$ cat config.mk
export PLATFORM = sky130hd
export DESIGN_NAME = row_dot_seq
export DESIGN_NICKNAME = d
export VERILOG_FILES = /design/src/rtl/row_dot_pkg.sv /design/src/rtl/row_dot_vram.sv /design/src/rtl/row_dot_mulpipe.sv /design/src/rtl/row_dot_accum.sv /design/src/rtl/row_dot_seq.sv
export SDC_FILE = /design/constraint.sdc
export NUM_CORES = 2
export LEC_CHECK = 0
export CAP_MARGIN = 15
export CORE_ASPECT_RATIO = 1.5
export CORE_UTILIZATION = 30
export DETAILED_ROUTE_END_ITERATION = 10
export PLACE_DENSITY = 0.54
export SYNTH_ARGS = -nofsm -noshare
export SYNTH_HDL_FRONTEND = slang
export SYNTH_HIERARCHICAL = 1
export SYNTH_SLANG_ARGS = --single-unit
$ cat constraint.sdc
create_clock -name clk -period 26 [get_ports clk]
set_clock_uncertainty 0.2 [all_clocks]
set_input_delay 5.2 -clock clk [delete_from_list [all_inputs] [get_ports clk]]
set_output_delay 5.2 -clock clk [all_outputs]
set_load 0.03 [all_outputs]
$ cat src/rtl/row_dot_pkg.sv
package row_dot_pkg;

  // Sequencer phases of one row
  typedef enum logic [1:0] {
    ST_IDLE   = 2'd0,
    ST_ISSUE  = 2'd1,
    ST_DRAIN  = 2'd2,
    ST_REDUCE = 2'd3
  } rd_state_e;

endpackage

$ cat src/rtl/row_dot_vram.sv
module row_dot_vram #(
  parameter int DATA_W = 32,
  parameter int DEPTH  = 64,
  localparam int AW    = $clog2(DEPTH)
) (
  input  logic              clk,
  input  logic              we,
  input  logic [AW-1:0]     waddr,
  input  logic [DATA_W-1:0] wdata,
  input  logic [AW-1:0]     raddr,
  output logic [DATA_W-1:0] rdata
);

  logic [DATA_W-1:0] mem [DEPTH];

  // Simple dual-port storage; a colliding read returns the word being written.
  always_ff @(posedge clk) begin
    if (we) mem[waddr] <= wdata;
    if (we && (waddr == raddr)) rdata <= wdata;
    else                        rdata <= mem[raddr];
  end

endmodule

$ cat src/rtl/row_dot_mulpipe.sv
module row_dot_mulpipe #(
  parameter int DATA_W = 32,
  parameter int LAT    = 8
) (
  input  logic              clk,
  input  logic              rst_n,
  input  logic              in_v,
  input  logic [DATA_W-1:0] in_a,
  input  logic [DATA_W-1:0] in_b,
  output logic              out_v,
  output logic [DATA_W-1:0] out_p
);

  function automatic logic [DATA_W-1:0] f_mul(input logic [DATA_W-1:0] a,
                                              input logic [DATA_W-1:0] b);
    logic [DATA_W-1:0] r;
    r = a * b;
    return r;
  endfunction

  logic              stg_v [LAT];
  logic [DATA_W-1:0] stg_p [LAT];

  always_ff @(posedge clk) begin
    if (!rst_n) begin
      for (int i = 0; i < LAT; i++) stg_v[i] <= 1'b0;
    end else begin
      stg_v[0] <= in_v;
      for (int i = 1; i < LAT; i++) stg_v[i] <= stg_v[i-1];
    end
    stg_p[0] <= f_mul(in_a, in_b);
    for (int i = 1; i < LAT; i++) stg_p[i] <= stg_p[i-1];
  end

  assign out_v = stg_v[LAT-1];
  assign out_p = stg_p[LAT-1];

endmodule

$ cat src/rtl/row_dot_accum.sv
module row_dot_accum #(
  parameter int DATA_W = 32,
  parameter int LAT    = 8,
  localparam int SW    = $clog2(LAT),
  localparam int NS    = LAT - 1
) (
  input  logic              clk,
  input  logic              rst_n,
  input  logic              clr,
  input  logic              in_v,
  input  logic [DATA_W-1:0] in_d,
  input  logic [SW-1:0]     rd_sel,
  output logic [DATA_W-1:0] rd_sum,
  output logic              wr_ev
);

  function automatic logic [DATA_W-1:0] f_add(input logic [DATA_W-1:0] a,
                                              input logic [DATA_W-1:0] b);
    logic [DATA_W-1:0] r;
    r = a + b;
    return r;
  endfunction

  logic [DATA_W-1:0] psum  [LAT];
  logic              stg_v [NS];
  logic [DATA_W-1:0] stg_d [NS];
  logic [SW-1:0]     stg_s [NS];
  logic [SW-1:0]     slot;
  logic              slot_busy;
  logic              any_busy;

  // Round-robin slot: consecutive products go to consecutive partial sums.
  always_ff @(posedge clk) begin
    if (!rst_n || clr) slot <= '0;
    else if (in_v)     slot <= (slot == SW'(LAT-1)) ? '0 : slot + 1'b1;
  end

  // Adder pipeline; its last stage is the write into the partial sum.
  always_ff @(posedge clk) begin
    if (!rst_n) begin
      for (int i = 0; i < NS; i++) stg_v[i] <= 1'b0;
    end else begin
      stg_v[0] <= in_v;
      for (int i = 1; i < NS; i++) stg_v[i] <= stg_v[i-1];
    end
    stg_d[0] <= f_add(in_d, psum[slot]);
    stg_s[0] <= slot;
    for (int i = 1; i < NS; i++) begin
      stg_d[i] <= stg_d[i-1];
      stg_s[i] <= stg_s[i-1];
    end
  end

  always_ff @(posedge clk) begin
    if (!rst_n || clr) begin
      for (int i = 0; i < LAT; i++) psum[i] <= '0;
    end else if (stg_v[NS-1]) begin
      psum[stg_s[NS-1]] <= stg_d[NS-1];
    end
  end

  assign rd_sum = psum[rd_sel];
  assign wr_ev  = stg_v[NS-1];

  always_comb begin
    slot_busy = 1'b0;
    any_busy  = 1'b0;
    for (int i = 0; i < NS; i++) begin
      if (stg_v[i] && (stg_s[i] == slot)) slot_busy = 1'b1;
      if (stg_v[i]) any_busy = 1'b1;
    end
  end


  slot_hazard_chk: assert property (@(posedge clk) disable iff (!rst_n)
    in_v |-> !slot_busy);


  clear_quiet_chk: assert property (@(posedge clk) disable iff (!rst_n)
    clr |-> (!any_busy && !in_v));

endmodule

$ cat src/rtl/row_dot_seq.sv
module row_dot_seq
  import row_dot_pkg::*;
#(
  parameter int DATA_W    = 32,
  parameter int VEC_DEPTH = 64,
  parameter int VAL_DEPTH = 1024,
  parameter int CNT_W     = 11,
  parameter int ROW_W     = 6,
  parameter int MUL_LAT   = 8,
  parameter int ADD_LAT   = 8,
  localparam int VEC_AW   = $clog2(VEC_DEPTH),
  localparam int VAL_AW   = $clog2(VAL_DEPTH),
  localparam int SW       = $clog2(ADD_LAT),
  localparam int FLY_MAX  = 1 + MUL_LAT + ADD_LAT,
  localparam int FLY_W    = $clog2(FLY_MAX + 1)
) (
  input  logic              clk,
  input  logic              rst_n,
  input  logic              cnt_empty,
  input  logic [CNT_W-1:0]  cnt_data,
  output logic              cnt_pop,
  input  logic              col_empty,
  input  logic [VEC_AW-1:0] col_data,
  output logic              col_pop,
  output logic [VAL_AW-1:0] val_addr,
  input  logic [DATA_W-1:0] val_data,
  input  logic              vec_we,
  input  logic [VEC_AW-1:0] vec_waddr,
  input  logic [DATA_W-1:0] vec_wdata,
  output logic              res_done,
  output logic [ROW_W-1:0]  res_row,
  output logic [DATA_W-1:0] res_data
);

  function automatic logic [DATA_W-1:0] f_add(input logic [DATA_W-1:0] a,
                                              input logic [DATA_W-1:0] b);
    logic [DATA_W-1:0] r;
    r = a + b;
    return r;
  endfunction

  rd_state_e         state;
  logic [CNT_W-1:0]  remain;
  logic [VAL_AW-1:0] val_ptr;
  logic              op_v;
  logic [FLY_W-1:0]  fly;
  logic [SW-1:0]     red_idx;
  logic [DATA_W-1:0] red_acc;
  logic [ROW_W-1:0]  row_seq;

  logic              issue;
  logic              row_start;
  logic [DATA_W-1:0] vec_rd;
  logic              prod_v;
  logic [DATA_W-1:0] prod_d;
  logic [DATA_W-1:0] part_sum;
  logic              acc_wr;
  logic              last_fold;

  // Named events for the checks below
  assign row_start = (state == ST_IDLE) && !cnt_empty;
  assign issue     = (state == ST_ISSUE) && (remain != '0) && !col_empty;
  assign last_fold = (state == ST_REDUCE) && (red_idx == SW'(ADD_LAT-1));

  assign cnt_pop  = row_start;
  assign col_pop  = issue;
  assign val_addr = val_ptr;

  row_dot_vram #(.DATA_W(DATA_W), .DEPTH(VEC_DEPTH)) u_vram (
    .clk   (clk),
    .we    (vec_we),
    .waddr (vec_waddr),
    .wdata (vec_wdata),
    .raddr (col_data),
    .rdata (vec_rd)
  );

  row_dot_mulpipe #(.DATA_W(DATA_W), .LAT(MUL_LAT)) u_mul (
    .clk   (clk),
    .rst_n (rst_n),
    .in_v  (op_v),
    .in_a  (val_data),
    .in_b  (vec_rd),
    .out_v (prod_v),
    .out_p (prod_d)
  );

  row_dot_accum #(.DATA_W(DATA_W), .LAT(ADD_LAT)) u_acc (
    .clk    (clk),
    .rst_n  (rst_n),
    .clr    (row_start),
    .in_v   (prod_v),
    .in_d   (prod_d),
    .rd_sel (red_idx),
    .rd_sum (part_sum),
    .wr_ev  (acc_wr)
  );

  // Operands arrive one cycle after the pop (registered reads on both sides).
  always_ff @(posedge clk) begin
    if (!rst_n) op_v <= 1'b0;
    else        op_v <= issue;
  end

  // Products still travelling through read, multiply and add
  always_ff @(posedge clk) begin
    if (!rst_n) fly <= '0;
    else begin
      case ({issue, acc_wr})
        2'b10:   fly <= fly + 1'b1;
        2'b01:   fly <= fly - 1'b1;
        default: fly <= fly;
      endcase
    end
  end

  always_ff @(posedge clk) begin
    if (!rst_n) val_ptr <= '0;
    else if (issue) val_ptr <= val_ptr + 1'b1;
  end

  always_ff @(posedge clk) begin
    if (!rst_n) begin
      state    <= ST_IDLE;
      remain   <= '0;
      red_idx  <= '0;
      red_acc  <= '0;
      row_seq  <= '0;
      res_done <= 1'b0;
      res_row  <= '0;
      res_data <= '0;
    end else begin
      res_done <= 1'b0;
      unique case (state)
        ST_IDLE: begin
          if (row_start) begin
            remain <= cnt_data;
            state  <= ST_ISSUE;
          end
        end
        ST_ISSUE: begin
          if (remain == '0)  state  <= ST_DRAIN;
          else if (issue)    remain <= remain - 1'b1;
        end
        ST_DRAIN: begin
          if (fly == '0) begin
            red_idx <= '0;
            red_acc <= '0;
            state   <= ST_REDUCE;
          end
        end
        ST_REDUCE: begin
          red_acc <= f_add(red_acc, part_sum);
          red_idx <= red_idx + 1'b1;
          if (last_fold) begin
            res_done <= 1'b1;
            res_data <= f_add(red_acc, part_sum);
            res_row  <= row_seq;
            row_seq  <= row_seq + 1'b1;
            state    <= ST_IDLE;
          end
        end
        default: state <= ST_IDLE;
      endcase
    end
  end

  // Checker state: column pops seen in the current row against its count
  logic [CNT_W-1:0] chk_cnt;
  logic [CNT_W-1:0] chk_pops;

  always_ff @(posedge clk) begin
    if (!rst_n) begin
      chk_cnt  <= '0;
      chk_pops <= '0;
    end else if (cnt_pop) begin
      chk_cnt  <= cnt_data;
      chk_pops <= '0;
    end else if (col_pop) begin
      chk_pops <= chk_pops + 1'b1;
    end
  end


  pop_count_chk: assert property (@(posedge clk) disable iff (!rst_n)
    res_done |-> (chk_pops == chk_cnt));


  ptr_hold_chk: assert property (@(posedge clk) disable iff (!rst_n)
    !col_pop |=> $stable(val_addr));


  done_pulse_chk: assert property (@(posedge clk) disable iff (!rst_n)
    res_done |=> !res_done);


  fly_underflow_chk: assert property (@(posedge clk) disable iff (!rst_n)
    acc_wr |-> (fly != '0));


  idle_start_chk: assert property (@(posedge clk) disable iff (!rst_n)
    cnt_pop |-> (fly == '0));


  done_settled_chk: assert property (@(posedge clk) disable iff (!rst_n)
    res_done |-> (fly == '0 && !prod_v));

endmodule

==> out/metrics.yaml <==
via_count: 65500
slowest_delay_ns: 0.90
wl_per_cell_um: 25.3
cts_max_level: 5
synth_edf_count: 2304
netlist_area_um2: 125000
cpMaxStageDelayCell: "buf_4"
period_share: 0.471
synth_area_leader_cell: "edfxtp_1"
yosysMostFrequentCell: "edfxtp_1"
coreArea_um2: 416000
ant_nets: 0
clock_path_buffers: 4
rows: 290
setup_viol: 0
port_buffers: 142
synth_top_area_frac: 0.552
crit_top_cell: "fa_1"
antenna_found_initial: 26
grtUsageTotal: 0.160
grt_overflow_total: 0
fp.dieW_um: 530
ys_seq_area_frac: 0.653
drt-total-wl_um: 339000
via_per_inst: 4.89
cts_made_buffers: 303
synth_ff_type: "edfxtp_1"
num-fill-cells: 39500
synth.distinct_cells: 85
fmax_mhz: 81.7
ctsResizeCount: 0
worstMarginPinSlew_ns: 1.28
clk_pin_slew_ns: 0.06
grt_pass1_vias: 71000
initial_core_util: 0.302
dp_hpwl_um: 203000
grt_max_degree: 96
cp-end-kind: "flop"
clk_latency_ns: 0.96
cts_tree: "built"
hold_buffers: 0
boundaryPins: 143
cts_setup_buffers: 0
rsz0062_at_grt: "false"
area_growth_pct: 14.9
async_flop_share: 0
finalSetupTns_ns: 0
grt_pass1_wl_um: 489000
clock-sinks: 2941
crit_type: "reg2reg"
hold_path.class: "reg2reg"
fin_nets: 8297
cp_max_fo: 48
period_minus_slack_ns: 12.25
synth_area_per_cell_um2: 17.1
die_area_um2: 421000
synthTopCellsByCount: "edfxtp_1, mux4_2, and2_1, dfxtp_1, fa_1"
gp_congestion: 0.812
die_y_um: 794
drc: 0
cts_root_buf: "clkbuf_16"
synthCells: 7324
drive_gt1_frac: 0.197
relSlewSlack: 0.142
synth_area_leaders: "edfxtp_1, mux4_2, dfxtp_1"
outcome: "complete, no violations"
synth_warnings: 6
start_kind: "flop"
synthesis.nets: 8026
cp.required_ns: 26.55
slew_violations: 0
ys_seq_elements: 2941
first_iter_violations: 5367
cp.arrival_ns: 12.79
dr.pass1.iters: 6
max-cap-violations: 0
timing_hold_violations_final: 0
stage by stage:
| step | cells | area (um^2) | hold slack (ns) | util | worst slack (ns) |
|---|---|---|---|---|---|
| finish | 13400 | 144000 | 0.101 | 0.347 | 13.75 |
| global route | 13400 | 144000 | 0.101 | 0.347 | 12.78 |
| CTS | 13400 | 144000 | 0.0971 | 0.346 | 13.44 |
| detailed placement | 12800 | 134000 | 0.112 | 0.323 | 12.97 |
| global placement | 12800 | 134000 | 0.110 | 0.323 | 12.96 |
| floorplan | 7324 | 125000 | 0.110 | - | 14.44 |
routing by layer:
layer	GRT usage	wire length, um
met1	0.178	123000
met2	0.301	185000
met3	0.0223	16600
met4	0.0643	14700
met5	0	71
cell usage in the layout (no fill, tap or decap), types with 34 or more instances in the layout:
cell type        count
a21o_1              42
clkdlybuf4s50_1    109
buf_4              197
nor2_4              70
mux4_2             672
dfxtp_1            627
a21oi_1            178
nor2_1             142
clkbuf_16          308
ha_1               200
mux2_2              63
nor2b_1             35
xnor2_1            104
clkbuf_1            69
nand2_1            306
edfxtp_1          2304
clkinv_2            41
mux2i_1            108
o22ai_1             86
inv_1              394
and2_1             670
fa_1               410
clkinv_1            37
xor2_1              57
o21ai_0             77
nand3_1             34
area by class of cell:
| type | instances | area [um^2] | share of cell area |
|---|---|---|---|
| flip-flops and latches | 2941 | 82000 | 0.569 |
| multi-input cells | 3609 | 41000 | 0.285 |
| clock buffers | 401 | 8270 | 0.0574 |
| well taps | 5548 | 6940 | 0.0482 |
| repair buffers | 346 | 2880 | 0.0199 |
| clock inverters | 140 | 1550 | 0.0107 |
| inverters | 394 | 1480 | 0.0103 |
| diodes | 17 | 42.5 | 0.000295 |
state kept, by name, summed over array words and instances, names as in the netlist, named ones only:
register,cells
u_vram/mem,2048
u_acc/psum,256
u_mul/stg_p,256
u_acc/stg_d,224
red_acc,32
res_data,32
u_acc/stg_s,21
remain,11
val_addr,10
u_mul/stg_v,8
u_acc/stg_v,7
res_row,6
row_seq,6
fly,5
red_idx,3
u_acc/slot,3
state,2
op_v,1
res_done,1
critical path: cells and delay by family, from the launching register on:
family          cells  cell delay, ns
buf+inv             7            3.51
simple gates        3            0.36
compound gates      7            1.71
fa+ha+maj           9            4.39
mux                 2            0.73
flops               1            0.84
xor+xnor            1            0.16
cell families after synthesis:
kind of cell / Yosys count / share of synthesized area
flip-flops: 2941 / 0.653
AND/OR/NAND/NOR: 1411 / 0.0598
multiplexers: 843 / 0.135
buffers and inverters: 774 / 0.0250
adder cells (fa/ha/maj): 610 / 0.0854
AO/OA/AOI/OAI: 583 / 0.0300
XOR/XNOR: 162 / 0.0114
final timing paths:
check,startpoint,to,slack (ns),depth (start not counted)
max,flop,u_mul/stg_p[0][31],13.75,29
min,u_acc/stg_d[0][1],u_acc/stg_d[1][1],0.10,0
max reg2reg,flop,u_mul/stg_p[0][31],13.75,29
min reg2reg,u_acc/stg_d[0][1],u_acc/stg_d[1][1],0.10,0
Power is left out: the tool's default activity adds up to more than one toggle a clock period on the data nets, which glitch-free logic cannot reach.
